$ cat src/rtl/seqcmd_pkg.sv
package seqcmd_pkg;

  typedef enum logic [3:0] {
    OP_NOP      = 4'd0,
    OP_ARB      = 4'd1,
    OP_SEL      = 4'd2,
    OP_CMD      = 4'd3,
    OP_STAT     = 4'd4,
    OP_DOUT     = 4'd5,
    OP_DIN      = 4'd6,
    OP_MOUT     = 4'd7,
    OP_MIN      = 4'd8,
    OP_BFREE    = 4'd9,
    OP_PAR_ON   = 4'd10,
    OP_PAR_OFF  = 4'd11,
    OP_RSEL_ON  = 4'd12,
    OP_RSEL_OFF = 4'd13,
    OP_SRESET   = 4'd14,
    OP_FLUSH    = 4'd15
  } seqOp_e;

  typedef enum logic [3:0] {
    SQ_IDLE    = 4'd0,
    SQ_ARB     = 4'd1,
    SQ_SEL     = 4'd2,
    SQ_SENDCMD = 4'd3,
    SQ_RCVSTAT = 4'd4,
    SQ_XFER    = 4'd5,
    SQ_SENDMSG = 4'd6,
    SQ_RCVMSG  = 4'd7
  } seqState_e;

  typedef enum logic [1:0] {
    LEN_HOLD = 2'd0,
    LEN_RAW  = 2'd1,
    LEN_DATA = 2'd2
  } lenMode_e;

  // Phase line encoding {MSG, C/D, I/O}
  localparam logic [2:0] PH_DOUT = 3'b000;
  localparam logic [2:0] PH_DIN  = 3'b001;
  localparam logic [2:0] PH_CMD  = 3'b010;
  localparam logic [2:0] PH_STAT = 3'b011;
  localparam logic [2:0] PH_MOUT = 3'b110;
  localparam logic [2:0] PH_MIN  = 3'b111;

  // Strobes from control to datapath
  typedef struct packed {
    logic      wr;
    logic      start;
    seqState_e state;
    lenMode_e  lenMode;
    logic      loadAtn;
    logic      atnVal;
    logic      ackRel;
    logic      doneSet;
    logic      excSet;
    logic      flush;
    logic      sreset;
    logic      parSet;
    logic      parClr;
    logic      warn;
  } seqStrobes_t;

endpackage

$ cat src/rtl/seqcmd_ctrl.sv
module seqcmd_ctrl
  import seqcmd_pkg::*;
#(
  parameter int FIFO_W = 5
) (
  input  logic              clk,
  input  logic              rstN,
  input  logic              cmdWrite,
  input  logic [3:0]        cmdOp,
  input  logic              atnFlag,
  input  logic [FIFO_W-1:0] fifoLevel,
  input  logic              busyLine,
  input  logic [2:0]        busPhase,
  output seqStrobes_t       strobes
);

  seqOp_e     op;
  logic       fifoNotEmpty;
  logic       hasPhase;
  logic [2:0] expPhase;

  assign op           = seqOp_e'(cmdOp);
  assign fifoNotEmpty = |fifoLevel;

  always_comb begin
    strobes  = '0;
    hasPhase = 1'b0;
    expPhase = PH_DOUT;
    if (cmdWrite) begin
      strobes.wr = 1'b1;
      case (op)
        OP_ARB: begin
          strobes.start = 1'b1;
          strobes.state = SQ_ARB;
        end
        OP_SEL: begin
          strobes.start   = 1'b1;
          strobes.state   = SQ_SEL;
          strobes.loadAtn = 1'b1;
          strobes.atnVal  = atnFlag;
        end
        OP_CMD: begin
          strobes.start = fifoNotEmpty;
          strobes.state = fifoNotEmpty ? SQ_SENDCMD : SQ_IDLE;
          hasPhase      = 1'b1;
          expPhase      = PH_CMD;
        end
        OP_STAT: begin
          strobes.start   = 1'b1;
          strobes.state   = SQ_RCVSTAT;
          strobes.lenMode = LEN_RAW;
          hasPhase        = 1'b1;
          expPhase        = PH_STAT;
        end
        OP_DOUT: begin
          strobes.start   = 1'b1;
          strobes.state   = SQ_XFER;
          strobes.lenMode = LEN_DATA;
          hasPhase        = 1'b1;
          expPhase        = PH_DOUT;
        end
        OP_DIN: begin
          strobes.start   = 1'b1;
          strobes.state   = SQ_XFER;
          strobes.lenMode = LEN_DATA;
          hasPhase        = 1'b1;
          expPhase        = PH_DIN;
        end
        OP_MOUT: begin
          strobes.start   = 1'b1;
          strobes.state   = SQ_SENDMSG;
          strobes.lenMode = LEN_RAW;
          hasPhase        = 1'b1;
          expPhase        = PH_MOUT;
        end
        OP_MIN: begin
          strobes.start   = 1'b1;
          strobes.state   = SQ_RCVMSG;
          strobes.lenMode = LEN_RAW;
          hasPhase        = 1'b1;
          expPhase        = PH_MIN;
        end
        OP_BFREE: begin
          strobes.ackRel  = 1'b1;
          strobes.excSet  = busyLine;
          strobes.doneSet = !busyLine;
        end
        OP_PAR_ON:   strobes.parSet  = 1'b1;
        OP_PAR_OFF:  strobes.parClr  = 1'b1;
        OP_RSEL_ON:  strobes.doneSet = 1'b1;
        OP_RSEL_OFF: strobes.doneSet = 1'b1;
        OP_SRESET: begin
          strobes.sreset  = 1'b1;
          strobes.flush   = 1'b1;
          strobes.doneSet = 1'b1;
        end
        OP_FLUSH:    strobes.flush   = 1'b1;
        default: ;
      endcase
      strobes.warn = hasPhase && (busPhase != expPhase);
    end
  end

  // an empty FIFO blocks a command-phase start
  assert_cmd_gate_R6: assert property (@(posedge clk) disable iff (!rstN)
    (cmdWrite && cmdOp == 4'd3 && fifoLevel == '0) |-> !strobes.start);

  // a mismatch warning never stops a start on a non-command phase opcode
  assert_warn_proceeds_R12: assert property (@(posedge clk) disable iff (!rstN)
    (strobes.warn && op != OP_CMD) |-> strobes.start);

  // a bus free never reports both done and exception
  assert_bfree_excl_R7: assert property (@(posedge clk) disable iff (!rstN)
    strobes.excSet |-> (!strobes.doneSet && strobes.ackRel));

endmodule

$ cat src/rtl/seqcmd_datapath.sv
module seqcmd_datapath
  import seqcmd_pkg::*;
#(
  parameter int CNT_W = 16
) (
  input  logic             clk,
  input  logic             rstN,
  input  seqStrobes_t      strobes,
  input  logic [7:0]       cmdByte,
  input  logic [CNT_W-1:0] xferCount,
  output logic             seqStart,
  output logic [3:0]       seqState,
  output logic [CNT_W:0]   xferLen,
  output logic [7:0]       curCmd,
  output logic             dmaMode,
  output logic             atnReq,
  output logic             parityEn,
  output logic             phaseWarn,
  output logic             ackRelease,
  output logic             fifoFlush,
  output logic             softReset,
  output logic             irqDoneClr,
  output logic             irqDoneSet,
  output logic             irqExcSet,
  output logic             excPhaseSet
);

  localparam int LEN_W = CNT_W + 1;
  localparam logic [LEN_W-1:0] FULL_LEN = LEN_W'(1) << CNT_W;

  logic [LEN_W-1:0] rawLen;
  logic [LEN_W-1:0] dataLen;
  logic             pastValid;

  assign rawLen  = {1'b0, xferCount};
  assign dataLen = (xferCount == '0) ? FULL_LEN : rawLen;
  assign dmaMode = curCmd[7];

  always_ff @(posedge clk) begin
    if (!rstN) begin
      seqStart    <= 1'b0;
      seqState    <= SQ_IDLE;
      xferLen     <= '0;
      curCmd      <= '0;
      atnReq      <= 1'b0;
      parityEn    <= 1'b0;
      phaseWarn   <= 1'b0;
      ackRelease  <= 1'b0;
      fifoFlush   <= 1'b0;
      softReset   <= 1'b0;
      irqDoneClr  <= 1'b0;
      irqDoneSet  <= 1'b0;
      irqExcSet   <= 1'b0;
      excPhaseSet <= 1'b0;
      pastValid   <= 1'b0;
    end else begin
      pastValid   <= 1'b1;
      seqStart    <= strobes.start;
      seqState    <= strobes.start ? strobes.state : SQ_IDLE;
      phaseWarn   <= strobes.warn;
      ackRelease  <= strobes.ackRel;
      fifoFlush   <= strobes.flush;
      softReset   <= strobes.sreset;
      irqDoneClr  <= strobes.wr;
      irqDoneSet  <= strobes.doneSet;
      irqExcSet   <= strobes.excSet;
      excPhaseSet <= strobes.excSet;
      if (strobes.wr)      curCmd <= strobes.sreset ? 8'h00 : cmdByte;
      if (strobes.loadAtn) atnReq <= strobes.atnVal;
      if (strobes.parSet)      parityEn <= 1'b1;
      else if (strobes.parClr) parityEn <= 1'b0;
      case (strobes.lenMode)
        LEN_RAW:  xferLen <= rawLen;
        LEN_DATA: xferLen <= dataLen;
        default:  ;
      endcase
    end
  end

  // each write is followed by a done-clear pulse
  assert_done_clr_R2: assert property (@(posedge clk) disable iff (!rstN)
    (pastValid && $past(strobes.wr)) |-> irqDoneClr);

  // a state code only accompanies a start
  assert_state_code_R4: assert property (@(posedge clk) disable iff (!rstN)
    seqStart == (seqState != 4'd0));

  // a started data transfer never has a zero length
  assert_data_len_R5: assert property (@(posedge clk) disable iff (!rstN)
    (seqStart && seqState == 4'd5) |-> (xferLen != '0));

  // the exception pair arrives together with the ACK release
  assert_exc_pair_R7: assert property (@(posedge clk) disable iff (!rstN)
    excPhaseSet |-> (irqExcSet && ackRelease && !irqDoneSet));

  // a soft reset flushes, reports done and clears the command
  assert_sreset_R8: assert property (@(posedge clk) disable iff (!rstN)
    softReset |-> (fifoFlush && irqDoneSet && curCmd == 8'h00));

  // the parity flag moves only on its own commands
  assert_parity_hold_R11: assert property (@(posedge clk) disable iff (!rstN)
    (pastValid && !$past(strobes.parSet) && !$past(strobes.parClr)) |-> $stable(parityEn));

endmodule

$ cat src/rtl/scsi_seq_cmd_decoder.sv
module scsi_seq_cmd_decoder
  import seqcmd_pkg::*;
#(
  parameter int CNT_W  = 16,
  parameter int FIFO_W = 5
) (
  input  logic              clk,
  input  logic              rstN,
  input  logic              cmdWrite,
  input  logic [7:0]        cmdByte,
  input  logic [CNT_W-1:0]  xferCount,
  input  logic [FIFO_W-1:0] fifoLevel,
  input  logic              busyLine,
  input  logic [2:0]        busPhase,
  output logic              seqStart,
  output logic [3:0]        seqState,
  output logic [CNT_W:0]    xferLen,
  output logic [7:0]        curCmd,
  output logic              dmaMode,
  output logic              atnReq,
  output logic              parityEn,
  output logic              phaseWarn,
  output logic              ackRelease,
  output logic              fifoFlush,
  output logic              softReset,
  output logic              irqDoneClr,
  output logic              irqDoneSet,
  output logic              irqExcSet,
  output logic              excPhaseSet
);

  localparam int ATN_BIT = 5;

  seqStrobes_t strobes;

  seqcmd_ctrl #(.FIFO_W(FIFO_W)) uCtrl (
    .clk       (clk),
    .rstN      (rstN),
    .cmdWrite  (cmdWrite),
    .cmdOp     (cmdByte[3:0]),
    .atnFlag   (cmdByte[ATN_BIT]),
    .fifoLevel (fifoLevel),
    .busyLine  (busyLine),
    .busPhase  (busPhase),
    .strobes   (strobes)
  );

  seqcmd_datapath #(.CNT_W(CNT_W)) uData (
    .clk         (clk),
    .rstN        (rstN),
    .strobes     (strobes),
    .cmdByte     (cmdByte),
    .xferCount   (xferCount),
    .seqStart    (seqStart),
    .seqState    (seqState),
    .xferLen     (xferLen),
    .curCmd      (curCmd),
    .dmaMode     (dmaMode),
    .atnReq      (atnReq),
    .parityEn    (parityEn),
    .phaseWarn   (phaseWarn),
    .ackRelease  (ackRelease),
    .fifoFlush   (fifoFlush),
    .softReset   (softReset),
    .irqDoneClr  (irqDoneClr),
    .irqDoneSet  (irqDoneSet),
    .irqExcSet   (irqExcSet),
    .excPhaseSet (excPhaseSet)
  );

endmodule

$ cat config.mk
export PLATFORM = sky130hd
export DESIGN_NAME = scsi_seq_cmd_decoder
export DESIGN_NICKNAME = d
export VERILOG_FILES = /design/src/rtl/seqcmd_pkg.sv /design/src/rtl/seqcmd_ctrl.sv /design/src/rtl/seqcmd_datapath.sv /design/src/rtl/scsi_seq_cmd_decoder.sv
export SDC_FILE = /design/constraint.sdc
export NUM_CORES = 1
export LEC_CHECK = 0
export BUFFER_PORTS_ARGS = -buffer_cell sky130_fd_sc_hd__buf_2
export CAP_MARGIN = 0
export CORE_ASPECT_RATIO = 1.75
export CORE_MARGIN = 1.5
export CORE_UTILIZATION = 45
export DETAILED_ROUTE_END_ITERATION = 8
export GPL_TIMING_DRIVEN = 0
export PLACE_DENSITY = 0.78
export SYNTH_ARGS = -nofsm -noshare
export SYNTH_HDL_FRONTEND = slang
export SYNTH_SLANG_ARGS = --single-unit
$ cat constraint.sdc
create_clock -name clk -period 2.78 [get_ports clk]
set_clock_uncertainty 0.15 [all_clocks]
set_input_delay 0 -clock clk [delete_from_list [all_inputs] [get_ports clk]]
set_output_delay 0 -clock clk [all_outputs]
set_load 0.03 [all_outputs]
# [Word level (Yosys, flattened, before mapping)]
# Cells that the tools add are included.
# Widths: inputs -> output; s select.
[classes] muxes=21 reduce_logical=14 n_eq_ne=18
[op_table] cell="$pmux 5 s7" n=1
[op_table] cell="$pmux 17 s2" n=1
[op_table] cell="$eq 4x4->1 const B" n=8
[op_table] cell="$mux 18" n=1
[op_table] cell="$mux 17" n=1
[op_table] cell="$eq 4x3->1 const B" n=4
[op_table] cell="$logic_not 16->1" n=1
[op_table] cell="$pmux 3 s5" n=1
[op_table] cell="$mux 1" n=10
[op_table] cell="$eq 4x2->1 const B" n=2
[op_table] cell="$mux 8" n=1
[op_table] cell="$reduce_and 3->1" n=2
[op_table] cell="$reduce_or 3->1" n=2
[op_table] cell="$reduce_or 6->1" n=1
[op_table] cell="$reduce_or 5->1" n=1
[op_table] cell="$eq 4x1->1 const B" n=1
[op_table] cell="$mux 2" n=2
[op_table] cell="$pmux 2 s2" n=1
[op_table] cell="$reduce_bool 2->1" n=2
[op_table] cell="$reduce_or 2->1" n=2
[op_table] cell="$mux 3" n=1
[op_table] cell="$ne 3x3->1" n=1
[op_table] cell="$eq 2x1->1 const B" n=1
[op_table] cell="$eq 2x2->1 const B" n=1
[op_table] cell="other kinds (4)" n=4
[word_totals] word_cells=66 register_bits=39

# [Logic depth before layout (Yosys ltp)]
# Gate-level depths: netlist of run 1.
[logic_depth] depth_word=8 ltp_mapped=11 ltp_nobuf=9

# [Cells and area by module]
# From an unflattened synthesis of run 1, not the netlist that was laid out.
[hier_totals] hier_cells=205 area_unflattened_um2=1870.5
[modules_own_cells] mod="seqcmd_datapath" cells_per_inst=133 area_each_um2=1428.9 n_inst=1
[modules_own_cells] mod="seqcmd_ctrl" cells_per_inst=72 area_each_um2=441.7 n_inst=1

# [Least setup slack after synthesis of run 1]
# No wires, ideal clock.
[synth_path] path_type="input to register" start="input port cmdByte[0]" end="register uData.xferLen[16]" slack_ns=0.819 path_buffers=2 t_arrival_ns=1.696 cell_stages=9 path_cell_list="clkbuf_1 nor2_1 nand3_1 o21ai_0 nand2_1 ha_1 clkbuf_1 o21ai_0 and2_1"
[synth_between] elab_chain_len=6
[synth_rtl] element="start: declaration" line_no="scsi_seq_cmd_decoder.sv:10" text="input logic [7:0] cmdByte,"
[synth_rtl] element="$eq 4x3->1 or $eq 4x4->1 (tied branches)" line_no="seqcmd_ctrl.sv:31" text="case (op)"
[synth_rtl] element="$reduce_or 3->1 (no line) or $reduce_or 2->1 (tied branches)"
[synth_rtl] element="$pmux 2 s2 *" line_no="seqcmd_ctrl.sv:31"
[synth_rtl] element="$mux 18 *" line_no="seqcmd_ctrl.sv:29" text="if (cmdWrite) begin"
[synth_rtl] element="$eq 2x2->1 or $eq 2x1->1 (tied branches)" line_no="seqcmd_datapath.sv:72" text="case (strobes.lenMode)"
[synth_rtl] element="$pmux 17 s2 or $reduce_bool 2->1 (tied branches)"
[synth_rtl] element="end signal: assignment" line_no="seqcmd_datapath.sv:73" text="LEN_RAW: xferLen <= rawLen;"
[synth_rtl] element="end signal: assignment" line_no="seqcmd_datapath.sv:74" text="LEN_DATA: xferLen <= dataLen;"
[synth_rtl] element="end: declaration" line_no="seqcmd_datapath.sv:13" text="output logic [CNT_W:0] xferLen,"
# Every way passes the cells marked *; elsewhere a longest branch is shown, timed or not.
# A chain may end at the register's enable or synchronous reset.

# [Worst setup path in the final report of run 1]
[layout_path] start="input port cmdWrite" end="register uData.xferLen[2]"
[layout_between] elab_chain_len=3
[layout_rtl] element="start: declaration" line_no="scsi_seq_cmd_decoder.sv:9" text="input logic cmdWrite,"
[layout_rtl] element="$mux 18 *" line_no="seqcmd_ctrl.sv:29"
[layout_rtl] element="$eq 2x2->1 or $eq 2x1->1 (tied branches)" line_no="seqcmd_datapath.sv:72"
[layout_rtl] element="$pmux 17 s2 or $reduce_bool 2->1 (tied branches)"
# Marks and branches as above.

==> results of run 1 <==
-- flip-flops by register name (all words and copies together), names as in the netlist --
register	cells
uData.phaseWarn	1
uData.irqExcSet	1
uData.parityEn	1
uData.fifoFlush	1
uData.ackRelease	1
uData.curCmd	8
uData.atnReq	1
uData.seqState	3
uData.softReset	1
uData.irqDoneSet	1
uData.irqDoneClr	1
uData.xferLen	17
uData.seqStart	1
-- path summary, 6_finish.rpt --
path,start,endpoint,slack [ps],cells past startpoint
setup / recovery,cmdWrite,uData.xferLen[2],200,10
hold reg to reg,uData.xferLen[4],uData.xferLen[4],330,1
setup reg to reg,uData.xferLen[16],uData.xferLen[16],1930,3
hold / removal,cmdByte[1],uData.seqState[1],9,4
-- cell usage after synthesis (all sizes together) --
| cell | instances |
|---|---|
| ha | 1 |
| xor2 | 1 |
| o22ai | 3 |
| nand4 | 1 |
| o32ai | 1 |
| and3 | 1 |
| a211o | 1 |
| a22oi | 1 |
| nand2 | 9 |
| o21bai | 1 |
| a21oi | 7 |
| nand2b | 4 |
| nor2 | 14 |
| o21a | 1 |
| o21ai | 6 |
| and4 | 1 |
| clkbuf | 8 |
| nand3 | 3 |
| o31ai | 2 |
| a2111oi | 1 |
| o211a | 2 |
| and4b | 1 |
| nor4b | 1 |
| and2 | 5 |
| and3b | 1 |
| nor4 | 3 |
| buf | 5 |
| a31oi | 1 |
| dfxtp | 38 |
| a21boi | 1 |
| nor2b | 11 |
| or4 | 2 |
| inv | 6 |
| a211oi | 2 |
| nor3 | 3 |
| a22o | 8 |
| mux2i | 16 |
| conb | 1 |
-- kinds of logic (layout without fill, tap and decap cells) --
kind of cell / Yosys count / in the layout / share of synthesized area (%)
AOI/OAI and AO/OA: 38 / 38 / 16.3
xor gates and xnor gates: 1 / 1 / 0.537
adders and majority gates: 1 / 1 / 0.767
buffers and inverters: 19 / 127 / 5.52
DFF: 38 / 38 / 46.6
muxes: 16 / 16 / 9.82
other: 1 / 1 / 0.230
and+or+nand+nor: 60 / 60 / 20.2
-- final cells by class --
cell class / instances / area, sq um / area share, %
Clock inverter: 2 / 60.1 / 2.43
Inverter: 6 / 22.5 / 0.912
Tap cell: 45 / 56.3 / 2.28
Multi-Input combinational cell: 117 / 781 / 31.6
Timing Repair Buffer: 101 / 641 / 26.0
Clock buffer: 6 / 82.6 / 3.35
Sequential cell: 38 / 761 / 30.8
Buffer: 12 / 65.1 / 2.64
-- timing repair --
action,in CTS,in global routing
resized for setup,0,2
setup endpoints to repair,0,17
hold buffers,27,0
endpoints found under the hold margin,29,0
-- per-stage QoR --
step	setup WS, ps	instances
3_5_place_dp	327	293
5_1_grt	34.8	327
3_3_place_gp	352	293
6_report	198	327
4_1_cts	78.9	328
2_1_floorplan	819	174
-- worst max-delay path, stage by stage --
cell           delay [ps]
dlygate4sd3_1         540
buf_2                 160
buf_1                 460
and4b_1               280
ha_1                  140
nor4b_1               270
nand4_1               170
and3b_1               230
buf_6                 130
a22o_1                230
-- power breakdown --
| group | internal (W) | total, W | leakage, nW | switching, W |
|---|---|---|---|---|
| logic | 0.000105 | 0.000246 | 0.873 | 0.000141 |
| registers | 0.000569 | 0.000579 | 0.310 | 0.0000103 |
| clock network | 0.000383 | 0.000573 | 0.0714 | 0.000190 |
| total | 0.00106 | 0.00140 | 1.25 | 0.000341 |
-- routing by layer --
metal  part of all wire [%]  wire (um)  vias to the layer above  global-route usage [%]
met5                      0          0                        -                       0
met4                    2.1         89                        0                    10.9
met3                    5.4        230                        8                    5.40
met2                     55       2340                       66                    42.9
met1                     38       1610                      750                    21.9
li1                       -          -                      831                       -
==> flow_summary_export.csv, run 1 <==
group,metric,value,unit
worst_setup_path,crit_required,2810,ps
min_path,hold_class,"input pin to register",
floorplanning,floorplan.core_area,3430,sq um
route,vias,1655,
timing,finalCritPeriodShare,92.9,%
synth,syn_inst,174,
worst_setup_path,crit_path_start_kind,"input pin",
route,drt_iter0_drc,49,
clock_network,clk_pin_slew,80,ps
clock_network,h-tree-depth,2,
synth,ys_top_cells_by_area,"dfxtp_1 (47%), mux2i_1 (9.8%), a22o_1 (4.3%), nor2b_1 (4.2%), nor2_1 (3.2%)",
grt,antenna_found_initial,0,
clock_network,insertion_delay,280,ps
clock_network,cts.sinks,38,
timing,maxSlewViolCount,0,
worst_setup_path,crit_type,"input pin to register",
floorplanning,start_util,47.5,%
synth,synthesis.nets,211,
outcome,status,"completed",
run,max-cap-violations,0,
layout,nets,318,
route,ant_nets,0,
layout,final_core_util,71.9,%
timing,whs,9.49,ps
layout,final_cell_mix,"buf_2 (74), dfxtp_1 (38), dlygate4sd3_1 (27)",
grt,grt_max_degree,13,
floorplanning,io_pins,77,
route,drt_wl_total,4270,um
floorplanning,num_rows,28,
grt,track_usage,22.1,%
worst_setup_path,crit_arrival,2610,ps
grt,overflow,0,
layout,layout-drive-gt1-share,31.2,%
grt,first_global_vias,1555,
route,via_per_inst,5.06,
clock_network,root_buffer,"clkbuf_8",
timing,worstMarginPinSlew,768,ps
synth,syn_area,1630,sq um
layout,area_growth,51.3,%
timing,slew_headroom,48.4,%
clock_network,cts_tree,"done",
timing,timing.fmax,387,MHz
worst_setup_path,critPathCaptureType,"register",
clock_network,numCtsBuffers,5,
placed_design,place_area,2060,sq um
layout,diodes,0,
timing,finalHoldViolations,0,
synth,ys_ff_latch,38,
synth,synth_top_cell_by_area,"dfxtp_1",
clock_network,postCtsSetupBuffers,0,
synth,ys_types,41,
pwr,p_per_area,566,nW/um^2
worst_setup_path,worstPathMaxFanout,10,
clock_network,clk_path_buf_depth,2,
floorplanning,die_width,48.5,um
pwr,p_leak,1.25,nW
synth,yosysWarnings,0,
timing,setup_violations,0,
timing,setup_tns,0,ps
route,detail_route.wl_per_cell,13.1,um
route,drtPass1Iterations,4,
timing,rsz0062_at_grt,"no",
floorplanning,chipHeight,82.7,um
synth,synth-seq-area-share,46.6,%
synth,synth_top_area_share,46.6,%
floorplanning,die-area,4010,sq um
placed_design,io_buffers,74,
pwr,fin_total_pwr,0.00140,W
route,drcViolationCount,0,
timing,period_needed,2580,ps
layout,finalInstanceArea,2470,sq um
grt,grt_pass1_wl,6770,um
synth,synth.avg_cell_area,9.38,sq um
layout,n_fill_cell,298,
pwr,worst_ir_drop_vdd,0.437,mV
placed_design,dp_hpwl,2950,um
layout,layout.cells.most_common,"buf_2",
placed_design,gp_congestion,0.897,
Power figures use the tool's default switching activity.
==> run 2: changes to the inputs <==
==> constraint.sdc (replaced) <==
create_clock -name clk -period 2.7 [get_ports clk]
set_clock_uncertainty 0.15 [all_clocks]
set_input_delay 0 -clock clk [delete_from_list [all_inputs] [get_ports clk]]
set_output_delay 0 -clock clk [all_outputs]
set_load 0.03 [all_outputs]
==> run 2 against run 1 <==
Clock power up 2%. Routed wire length down 1.1%. Via count down 1.6%. Final cell count unchanged. Setup slack better by 23 ps. Register-to-register slack worse by 80 ps. Utilization unchanged. Sequential share of layout area unchanged. Worst hold slack better by 14 ps. Design area unchanged. Die area unchanged. Count of clock-buffer cells in the layout unchanged. Largest cell class unchanged. Largest power group unchanged. Highest routed layer unchanged.
==> flow_summary_export.csv, run 2 (synthesized netlist as in run 1, its figures left out) <==
group,metric,value,unit
route,detail_route.wl_per_cell,12.9,um
worst_setup_path,worstPathMaxFanout,10,
clock_network,clk_pin_slew,80,ps
grt,grt_max_degree,13,
worst_setup_path,crit_buf_inv,4,
floorplanning,floorplan.core_area,3430,sq um
grt,antenna_found_initial,0,
pwr,p_seq_share,41.5,%
layout,layout-drive-gt1-share,31.2,%
worst_setup_path,crit_end,"uData.xferLen[2]",
floorplanning,die_width,48.5,um
timing,setup_violations,0,
grt,first_global_vias,1557,
layout,final_core_util,71.9,%
pwr,p_comb_share,17.6,%
pwr,pwr-share-clk,40.9,%
route,drcViolationCount,0,
pwr,p_sw_share,24.3,%
worst_setup_path,cp_slowest_cell,"dlygate4sd3_1",
clock_network,h-tree-depth,2,
pwr,p_int,0.00109,W
worst_setup_path,crit_path_start_kind,"input pin",
run,max-cap-violations,0,
worst_setup_path,crit_start,"cmdByte[3]",
clock_network,cts_tree,"done",
route,drtPass1Iterations,6,
layout,layout.cells.most_common,"buf_2",
clock_network,postCtsSetupBuffers,0,
clock_network,clk_path_buf_depth,2,
floorplanning,io_pins,77,
layout,area_growth,51.3,%
placed_design,io_buffers,74,
pwr,fin_total_pwr,0.00144,W
timing,setup_tns,0,ps
clock_network,root_buffer,"clkbuf_8",
clock_network,insertion_delay,280,ps
layout,reg_top3,"uData.xferLen x17, uData.curCmd x8, uData.seqState x3",
worst_setup_path,critPathMaxStageDelay,530,ps
grt,track_usage,22.2,%
route,vias,1629,
layout,n_fill_cell,295,
clock_network,cts.sinks,38,
min_path,hold_class,"input pin to register",
worst_setup_path,crit_path_cell_trace,"dlygate4sd3_1, buf_2, clkbuf_1, nand3_1, o21ai_0, nand2_1, ha_1, nor4b_1, nand4_1, and3b_1, buf_6, a22o_1",
worst_setup_path,path_delay_family,"buffers and inverters",
worst_setup_path,crit_type,"input pin to register",
worst_setup_path,critPathCaptureType,"register",
timing,timing.fmax,403,MHz
floorplanning,start_util,47.5,%
worst_setup_path,reg2reg_depth,3,
pwr,power.net_switching,0.000349,W
timing,finalHoldViolations,0,
timing,maxSlewViolCount,0,
placed_design,place_area,2060,sq um
placed_design,detailedPlace.worstSlack,247,ps
worst_setup_path,r2r_end,"uData.xferLen[16]",
layout,nets,318,
grt,overflow,0,
placed_design,gp_congestion,0.897,
grt,grt_pass1_wl,6790,um
layout,max_flop_register,"uData.xferLen",
clock_network,numCtsBuffers,5,
timing,slew_headroom,47.9,%
layout,largest_reg_flops,17,
route,drt_iter0_drc,41,
layout,finalInstanceArea,2470,sq um
floorplanning,die-area,4010,sq um
timing,finalCritPeriodShare,91.8,%
layout,diodes,0,
floorplanning,chipHeight,82.7,um
timing,worstMarginPinSlew,775,ps
placed_design,dp_hpwl,2950,um
pwr,worst_ir_drop_vdd,0.457,mV
route,drt_wl_total,4220,um
outcome,status,"completed",
layout,final_cell_mix,"buf_2 (74), dfxtp_1 (38), dlygate4sd3_1 (27)",
worst_setup_path,r2r_start,"uData.xferLen[16]",
worst_setup_path,crit_arrival,2510,ps
worst_setup_path,cp.depth,12,
pwr,p_leak,1.25,nW
worst_setup_path,r2r_slack,1850,ps
route,ant_nets,0,
timing,fin_ws,221,ps
worst_setup_path,crit_required,2730,ps
route,via_per_inst,4.98,
pwr,p_per_area,582,nW/um^2
timing,period_needed,2480,ps
timing,rsz0062_at_grt,"no",
floorplanning,num_rows,28,
[run 2: layout make-up]
cell class	count	area (sq um)	area share, %
Sequential cell	38	761	30.8
Tap cell	45	56.3	2.28
Clock buffer	6	82.6	3.35
Clock inverter	2	60.1	2.43
Multi-Input combinational cell	117	781	31.6
Inverter	6	22.5	0.912
Timing Repair Buffer	101	641	26.0
Buffer	12	65.1	2.64
[run 2: timing repair]
action | CTS | global route
hold endpoints to repair | 29 | 0
setup endpoints to repair | 0 | 17
resized for setup | 0 | 2
hold buffers | 27 | 0
[run 2: worst min path at each step]
stage / start / endpoint / slack (ps) / cells after the start
after CTS: cmdByte[1] / uData.seqState[1] / 0.9 / 4
after global routing: cmdByte[1] / uData.seqState[1] / 30 / 4
after floorplan: busyLine / uData.irqExcSet / -30 / 1
after global placement: busyLine / uData.irqExcSet / 70 / 2
final: cmdByte[1] / uData.seqState[1] / 20 / 4
after detailed placement: xferCount[4] / uData.xferLen[4] / 90 / 2
[run 2: per-layer routing]
| metal | up-vias | global-route usage (%) | routed length (um) |
|---|---|---|---|
| li1 | 833 | - | - |
| met1 | 740 | 22.2 | 1620 |
| met2 | 50 | 42.9 | 2330 |
| met3 | 6 | 5.40 | 200 |
| met4 | 0 | 10.9 | 72 |
| met5 | - | 0 | 0 |
[run 2: power by group through the flow]
stage          combinational, W  clock [W]  sequential, W
2_1_floorplan         0.0000940          0       0.000659
3_3_place_gp           0.000221          0       0.000608
3_5_place_dp           0.000222          0       0.000609
4_1_cts                0.000252   0.000601       0.000596
5_1_grt                0.000274   0.000617       0.000599
6_report               0.000253   0.000587       0.000596
[run 2: worst reg2reg max path, delay by kind of cell (launching register included)]
kind            cells  cell delay [ps]
flops               1              310
simple gates        2              210
compound gates      1               70
[run 2: metrics by stage]
| step | std cells | hold WS (ps) |
|---|---|---|
| final | 327 | 24.0 |
| after global routing | 327 | 27.7 |
| after CTS | 328 | 0.897 |
| after detailed placement | 293 | 88.3 |
| after global placement | 293 | 72.8 |
| after floorplan | 174 | -28.3 |
